--- config.mk ---
export PLATFORM = sky130hd
export DESIGN_NAME = dfs_seq
export DESIGN_NICKNAME = d
export VERILOG_FILES = /design/src/rtl/dfs_pkg.sv /design/src/rtl/dfs_ready_gate.sv /design/src/rtl/dfs_regs.sv /design/src/rtl/dfs_fsm.sv /design/src/rtl/dfs_seq.sv
export SDC_FILE = /design/constraint.sdc
export NUM_CORES = 1
export LEC_CHECK = 0
export ABC_CLOCK_PERIOD_IN_PS = 2900
export BUFFER_PORTS_ARGS = -buffer_cell sky130_fd_sc_hd__buf_2
export CAP_MARGIN = 20
export CORE_MARGIN = 2
export CORE_UTILIZATION = 45
export CTS_CLUSTER_SIZE = 16
export DETAILED_ROUTE_END_ITERATION = 6
export HOLD_SLACK_MARGIN = 0.06
export PLACE_DENSITY_LB_ADDON = 0.25
export SLEW_MARGIN = 10
export SYNTH_ARGS = -nofsm -noshare
export SYNTH_HDL_FRONTEND = slang
export SYNTH_SLANG_ARGS = --single-unit
--- constraint.sdc ---
create_clock -name clk -period 2.9 [get_ports clk]
set_input_delay 0.29 -clock clk [delete_from_list [all_inputs] [get_ports clk]]
set_output_delay 0.29 -clock clk [all_outputs]
set_load 0.03 [all_outputs]
--- src/rtl/dfs_pkg.sv ---
package dfs_pkg;
  typedef enum logic [2:0] {
    ST_IDLE, ST_WAIT, ST_HOLD, ST_SWITCH, ST_COPY, ST_RELEASE
  } seq_state_t;

  localparam int CTRL_START   = 0;
  localparam int CTRL_MODE    = 1;
  localparam int CTRL_BYPASS  = 4;
  localparam int CTRL_PADHOLD = 13;
  localparam int CTRL_BUFFER  = 15;
  localparam logic [31:0] CTRL_WMASK = 32'h0000_A013;

  localparam int ADR_CTRL   = 0;
  localparam int ADR_TIMING = 1;
  localparam int ADR_MASK   = 2;
  localparam int ADR_SHADOW = 3;
endpackage

--- src/rtl/dfs_ready_gate.sv ---
module dfs_ready_gate #(
  parameter int NUM_MASTERS = 8
) (
  input  logic [NUM_MASTERS-1:0] mask,
  input  logic [NUM_MASTERS-1:0] rdy,
  output logic                   all_ok
);
  logic [NUM_MASTERS-1:0] ok;

  for (genvar i = 0; i < NUM_MASTERS; i++) begin : g_master
    assign ok[i] = mask[i] | rdy[i];
  end

  assign all_ok = &ok;
endmodule

--- src/rtl/dfs_regs.sv ---
module dfs_regs
  import dfs_pkg::*;
#(
  parameter int ADDR_W      = 2,
  parameter int NUM_MASTERS = 8
) (
  input  logic                   clk,
  input  logic                   rst_n,
  input  logic                   wr_en,
  input  logic [ADDR_W-1:0]      addr,
  input  logic [31:0]            wdata,
  input  logic                   busy,
  input  logic                   copy_stb,
  input  logic                   done_stb,
  output logic [31:0]            ctrl_q,
  output logic [NUM_MASTERS-1:0] mask_q,
  output logic [31:0]            active_q,
  output logic [31:0]            rdata
);
  logic [31:0]            ctrl_d, shadow_q, shadow_d, active_d;
  logic [NUM_MASTERS-1:0] mask_d;
  logic wr_ctrl, wr_tim, wr_mask, buf_on;

  assign wr_ctrl = wr_en && (addr == ADDR_W'(ADR_CTRL));
  assign wr_tim  = wr_en && (addr == ADDR_W'(ADR_TIMING));
  assign wr_mask = wr_en && (addr == ADDR_W'(ADR_MASK));
  assign buf_on  = ctrl_q[CTRL_BUFFER];

  always_comb begin
    ctrl_d = ctrl_q;
    if (done_stb)
      ctrl_d[CTRL_START] = 1'b0;
    else if (wr_ctrl && !busy)
      ctrl_d = wdata & CTRL_WMASK;
  end

  always_comb begin
    shadow_d = wr_tim ? wdata : shadow_q;
    active_d = active_q;
    if (copy_stb)
      active_d = shadow_q;
    else if (wr_tim && !buf_on)
      active_d = wdata;
  end

  assign mask_d = wr_mask ? wdata[NUM_MASTERS-1:0] : mask_q;

  always_ff @(posedge clk or negedge rst_n) begin
    if (!rst_n) begin
      ctrl_q   <= '0;
      shadow_q <= '0;
      active_q <= '0;
      mask_q   <= '0;
    end else begin
      ctrl_q   <= ctrl_d;
      shadow_q <= shadow_d;
      active_q <= active_d;
      mask_q   <= mask_d;
    end
  end

  always_comb begin
    case (addr)
      ADDR_W'(ADR_CTRL):   rdata = ctrl_q;
      ADDR_W'(ADR_TIMING): rdata = active_q;
      ADDR_W'(ADR_MASK):   rdata = 32'(mask_q);
      ADDR_W'(ADR_SHADOW): rdata = shadow_q;
      default:             rdata = '0;
    endcase
  end

  // start only falls at the end of a sequence
  a_r2_start_self_clear: assert property (@(posedge clk) disable iff (!rst_n)
    $fell(ctrl_q[CTRL_START]) |-> $past(done_stb));
  // buffered timing held until the copy step
  a_r6_active_held: assert property (@(posedge clk) disable iff (!rst_n)
    (buf_on && !copy_stb) |=> $stable(active_q));
  // control locked during a switch
  a_r8_ctrl_locked: assert property (@(posedge clk) disable iff (!rst_n)
    (busy && wr_ctrl && !done_stb) |=> $stable(ctrl_q));
endmodule

--- src/rtl/dfs_fsm.sv ---
module dfs_fsm
  import dfs_pkg::*;
(
  input  logic clk,
  input  logic rst_n,
  input  logic start,
  input  logic all_ok,
  input  logic pad_en,
  input  logic buf_en,
  input  logic clk_sw_ack,
  output logic busy,
  output logic copy_stb,
  output logic done_stb,
  output logic clk_sw_req,
  output logic pad_hold
);
  seq_state_t state_q, state_d;

  always_comb begin
    state_d = state_q;
    case (state_q)
      ST_IDLE:    if (start) state_d = ST_WAIT;
      ST_WAIT:    if (all_ok) state_d = ST_HOLD;
      ST_HOLD:    state_d = ST_SWITCH;
      ST_SWITCH:  if (clk_sw_ack) state_d = ST_COPY;
      ST_COPY:    state_d = ST_RELEASE;
      ST_RELEASE: state_d = ST_IDLE;
      default:    state_d = ST_IDLE;
    endcase
  end

  always_ff @(posedge clk or negedge rst_n) begin
    if (!rst_n) state_q <= ST_IDLE;
    else        state_q <= state_d;
  end

  assign busy       = (state_q != ST_IDLE);
  assign clk_sw_req = (state_q == ST_SWITCH);
  assign copy_stb   = (state_q == ST_COPY) && buf_en;
  assign done_stb   = (state_q == ST_RELEASE);
  assign pad_hold   = pad_en && ((state_q == ST_HOLD) || (state_q == ST_SWITCH)
                                 || (state_q == ST_COPY));

  // request only after masters were cleared
  a_r3_ready_before_req: assert property (@(posedge clk) disable iff (!rst_n)
    $rose(clk_sw_req) |-> $past(all_ok, 2));
  // request held until acknowledged
  a_r5_req_held: assert property (@(posedge clk) disable iff (!rst_n)
    (clk_sw_req && !clk_sw_ack) |=> clk_sw_req);
  // pad hold only when enabled, and over the whole request
  a_r4_hold_enabled: assert property (@(posedge clk) disable iff (!rst_n)
    pad_hold |-> pad_en);
  a_r4_hold_covers_req: assert property (@(posedge clk) disable iff (!rst_n)
    (clk_sw_req && pad_en) |-> pad_hold);
endmodule

--- src/rtl/dfs_seq.sv ---
module dfs_seq
  import dfs_pkg::*;
#(
  parameter int ADDR_W      = 2,
  parameter int NUM_MASTERS = 8
) (
  input  logic                   clk,
  input  logic                   rst_n,
  input  logic                   reg_wr,
  input  logic [ADDR_W-1:0]      reg_addr,
  input  logic [31:0]            reg_wdata,
  output logic [31:0]            reg_rdata,
  input  logic [NUM_MASTERS-1:0] master_rdy,
  output logic                   clk_sw_req,
  input  logic                   clk_sw_ack,
  output logic                   pad_hold,
  output logic                   sw_mode,
  output logic                   sw_bypass,
  output logic [15:0]            rfsh_intv,
  output logic [15:0]            rfsh_cyc
);
  logic [31:0]            ctrl_q, active_q;
  logic [NUM_MASTERS-1:0] mask_q;
  logic busy, copy_stb, done_stb, all_ok;

  dfs_regs #(.ADDR_W(ADDR_W), .NUM_MASTERS(NUM_MASTERS)) u_regs (
    .clk(clk), .rst_n(rst_n), .wr_en(reg_wr), .addr(reg_addr),
    .wdata(reg_wdata), .busy(busy), .copy_stb(copy_stb),
    .done_stb(done_stb), .ctrl_q(ctrl_q), .mask_q(mask_q),
    .active_q(active_q), .rdata(reg_rdata)
  );

  dfs_ready_gate #(.NUM_MASTERS(NUM_MASTERS)) u_gate (
    .mask(mask_q), .rdy(master_rdy), .all_ok(all_ok)
  );

  dfs_fsm u_fsm (
    .clk(clk), .rst_n(rst_n), .start(ctrl_q[CTRL_START]), .all_ok(all_ok),
    .pad_en(ctrl_q[CTRL_PADHOLD]), .buf_en(ctrl_q[CTRL_BUFFER]),
    .clk_sw_ack(clk_sw_ack), .busy(busy), .copy_stb(copy_stb),
    .done_stb(done_stb), .clk_sw_req(clk_sw_req), .pad_hold(pad_hold)
  );

  assign sw_mode   = ctrl_q[CTRL_MODE];
  assign sw_bypass = ctrl_q[CTRL_BYPASS];
  assign rfsh_intv = active_q[31:16];
  assign rfsh_cyc  = active_q[15:0];
endmodule

==> impl_metrics.yaml <==
finish:
  syn_to_final_growth_pct: 21.3
  multiInputGateArea_sq_mm: 0.00186
  regArea_sq_mm: 0.00200
  fin_util_pct: 56.0
  layout-drive-gt1-share_pct: 42.8
  fill_cells: 777
  fin_nets: 494
run:
  maxCapViolations: 0
clock_tree:
  cts_max_path_buffers: 2
  clock-sinks: 80
  clock_latency_ns: 0.34
  postCtsSetupBuffers: 0
  path_clk_slew_ns: 0.08
  cts_tree: "built"
  cts_buffers: 9
  cts-root-buf: "clkbuf_8"
  h-tree-depth: 3
critical_path:
  r2r_slack_ns: 1.06
  rr_endpoint: "u_regs.active_q[27]$_DFFE_PN0P_"
  crit_chain: "buf_2 > buf_4 > mux2i_1 > nor2b_1 > buf_2"
  startpoint_type: "primary input"
  worstPathMaxFanout: 21
  cp_slowest_cell: "buf_2"
  cp.arrival_ns: 1.64
  end_kind: "output pin"
  crit_buf_inv: 3
  cpMostUsedCell: "buf_2"
  rr_worst_depth: 4
  worst_path_dominant_cell_family: "buffers and inverters"
  rr_startpoint: "u_fsm.state_q[0]$_DFFE_PN0P_"
  path_class: "primary input to output pin"
  crit_start: "reg_addr[1]"
  critPathRequiredTime_ns: 2.61
  max_stage_delay_ns: 0.42
global_routing:
  antenna_found_initial: 1
  grt_pass1_wl_um: 14500
  track_usage_pct: 18.8
  grt.overflow.total: 0
  grt_max_degree: 81
  grt_pass1_vias: 2866
floorplanning:
  die_w_um: 98.3
  io_pins: 114
  rows: 34
  core_area_sq_mm: 0.00868
  die_area_sq_mm: 0.00967
  die_y_um: 98.3
  start_util_pct: 46.2
detailed_routing:
  met3_length_um: 358
  viasPerCell: 5.25
  drtIter0Drc: 81
  num_vias: 2951
  drc_errors: 0
  met2_length_um: 4610
  drt-total-wl_um: 9210
  wl_per_cell_um: 16.4
  top_layer: "met4"
  antenna_left: 0
  wirelength_met1_um: 4170
  drt-pass1-iter-count: 4
synth:
  synthAdderAreaFrac_pct: 0
  ys_top_cells_by_area: "dfrtp_1, mux2_2, mux2i_1, nand2_1, nor2b_1"
  synthCells: 338
  yosysTopAreaCell: "dfrtp_1"
  yosysTopAreaCellShare_pct: 50.0
  synth_cell_types: 32
  synthMuxAreaShare_pct: 28.5
  yosys.area_share.simple_pct: 10.5
  synth.avg_cell_area_sq_um: 11.8
  ys_warn_count: 0
  synth-compound-area-share_pct: 7.37
  synth_seq_cells: 80
  syn_nets: 384
  synth-xor-area-share_pct: 0
  synth_top_family_by_area: "multiplexers"
  syn-cell-area_sq_mm: 0.00401
  ys_seq_area_share_pct: 50.0
hold_path:
  worstHoldStart: "reg_wdata[27]"
  holdCritPathClass: "primary input to flip-flop"
  whs_path_depth: 3
  whs_endpoint: "u_regs.active_q[27]$_DFFE_PN0P_"
power_and_ir_drop:
  peakVddDrop_mv: 0.472
  switching_share_pct: 42.7
  p_int_mw: 2.63
  p_sw_mw: 1.97
  powerDensity_mw_per_mm2: 947
  combPwrFrac_pct: 42.6
  power_frac_seq_pct: 39.7
  p_clk_share_pct: 17.8
  power_leakage_nw: 2.25
sta:
  slew_violations: 0
  rsz0062_at_grt: "false"
  worst_slew_pin_slew_ns: 0.692
  setup_viol: 0
  max_freq_mhz: 517
  final_hold_viol_count: 0
  tns_ns: 0
  min_period_ns: 1.93
  post-route-period-util_pct: 66.7
  fin_skew_ns: 0.00853
  relSlewSlack_pct: 53.9
place:
  place_congestion: 0.787
  dp.final_hpwl_um: 6260
  numPortBuffers: 113
status:
  status: "complete, no violations"
==> flip-flops by register name (all words and copies together) (netlist names) <==
name,count
u_regs.active_q,32
u_regs.shadow_q,32
u_regs.mask_q,8
u_fsm.state_q,3
u_regs.ctrl_q,5
==> synth_stat cells <==
cell type	instances
o22ai_1	4
o21ai_1	26
dfrtp_1	80
buf_6	4
nand2_1	42
nor2b_1	22
nand2b_1	1
and4bb_1	2
inv_1	1
buf_8	1
a31o_2	1
nand3_1	3
o21ai_0	3
buf_2	13
nor2_1	5
nor2_4	1
and2b_1	1
a22oi_1	5
mux4_2	3
nand3b_2	1
nor3b_1	2
buf_4	1
a21oi_1	1
nor2b_2	1
mux2_2	49
o31ai_1	1
a31oi_1	1
clkbuf_1	3
a22o_1	6
nand2_2	1
mux2i_1	52
a21boi_0	1
==> worst max path at each step <==
stage	end	slack (ns)	depth (start not counted)
after floorplan	reg_rdata[13]	1.13	4
after global placement	u_regs.shadow_q[31]$_DFFE_PN0P_	0.94	5
after detailed placement	u_regs.shadow_q[24]$_DFFE_PN0P_	0.89	5
after CTS	reg_rdata[20]	0.97	5
after global routing	reg_rdata[28]	0.86	5
final	reg_rdata[20]	0.97	5
==> power by group through the flow <==
stage	clock network, mW	registers, mW	logic, mW
global placement	0	1.83	1.94
detailed placement	0	1.84	1.97
CTS	0.846	1.82	1.97
floorplan	0	2.25	0.950
global route	0.899	1.88	2.10
finish	0.817	1.82	1.96
==> metal layers <==
metal	track usage [%]	vias up
met4	5.37	0
met3	3.15	5
met1	25.5	1465
met5	0	-
li1	-	1419
met2	31.4	62
==> tightest hold or removal path: cells and delay by family <==
family | cells | cell delay (ns)
compound gates | 1 | 0.06
buf+inv | 1 | 0.08
simple gates | 1 | 0.05
==> stage by stage <==
| stage | cells | total power, mW | cell area [sq um] | hold slack [ns] | setup WS (ns) |
|---|---|---|---|---|---|
| 2_1_floorplan | 338 | 3.20 | 4010 | -0.00559 | 1.13 |
| 3_3_place_gp | 543 | 3.77 | 4620 | 0.479 | 0.945 |
| 3_5_place_dp | 543 | 3.81 | 4620 | 0.484 | 0.890 |
| 4_1_cts | 559 | 4.64 | 4820 | 0.159 | 0.973 |
| 5_1_grt | 561 | 4.88 | 4860 | 0.179 | 0.859 |
| 6_report | 562 | 4.60 | 4860 | 0.184 | 0.966 |
==> final cells by class <==
cell class	count	area share [%]
sequential	80	41.2
multi-input combinational	235	38.2
timing repair buffer	121	13.6
clock buffer	11	2.91
tap	108	2.78
clock inverter	5	1.16
inverter	1	0.0772
antenna	1	0.0515
==> repair_timing <==
item | in CTS | in global routing
hold buffers | 0 | 1
gates resized for setup | 0 | 0
endpoints found under the hold margin | 0 | 19
==> logic make-up (layout without fill, tap and decap cells) <==
group / count (synthesis) / in the layout
flip-flops: 80 / 80
multiplexers: 104 / 104
other: 0 / 1
AO/OA/AOI/OAI: 49 / 49
AND/OR/NAND/NOR: 82 / 82
buffers and inverters: 23 / 138
==> layout by cell type (no fill, tap or decap), types with 2 or more instances in the layout <==
cell	instances
buf_2	112
dfrtp_1	80
mux2i_1	52
mux2_2	49
nand2_1	42
o21ai_1	26
nor2b_1	22
clkbuf_8	10
a22o_1	6
buf_4	6
nor2_1	5
a22oi_1	5
o22ai_1	4
mux4_2	3
nand3_1	3
o21ai_0	3
nor3b_1	2
and4bb_2	2
clkinv_2	2
(Power assumes the default switching activity.)
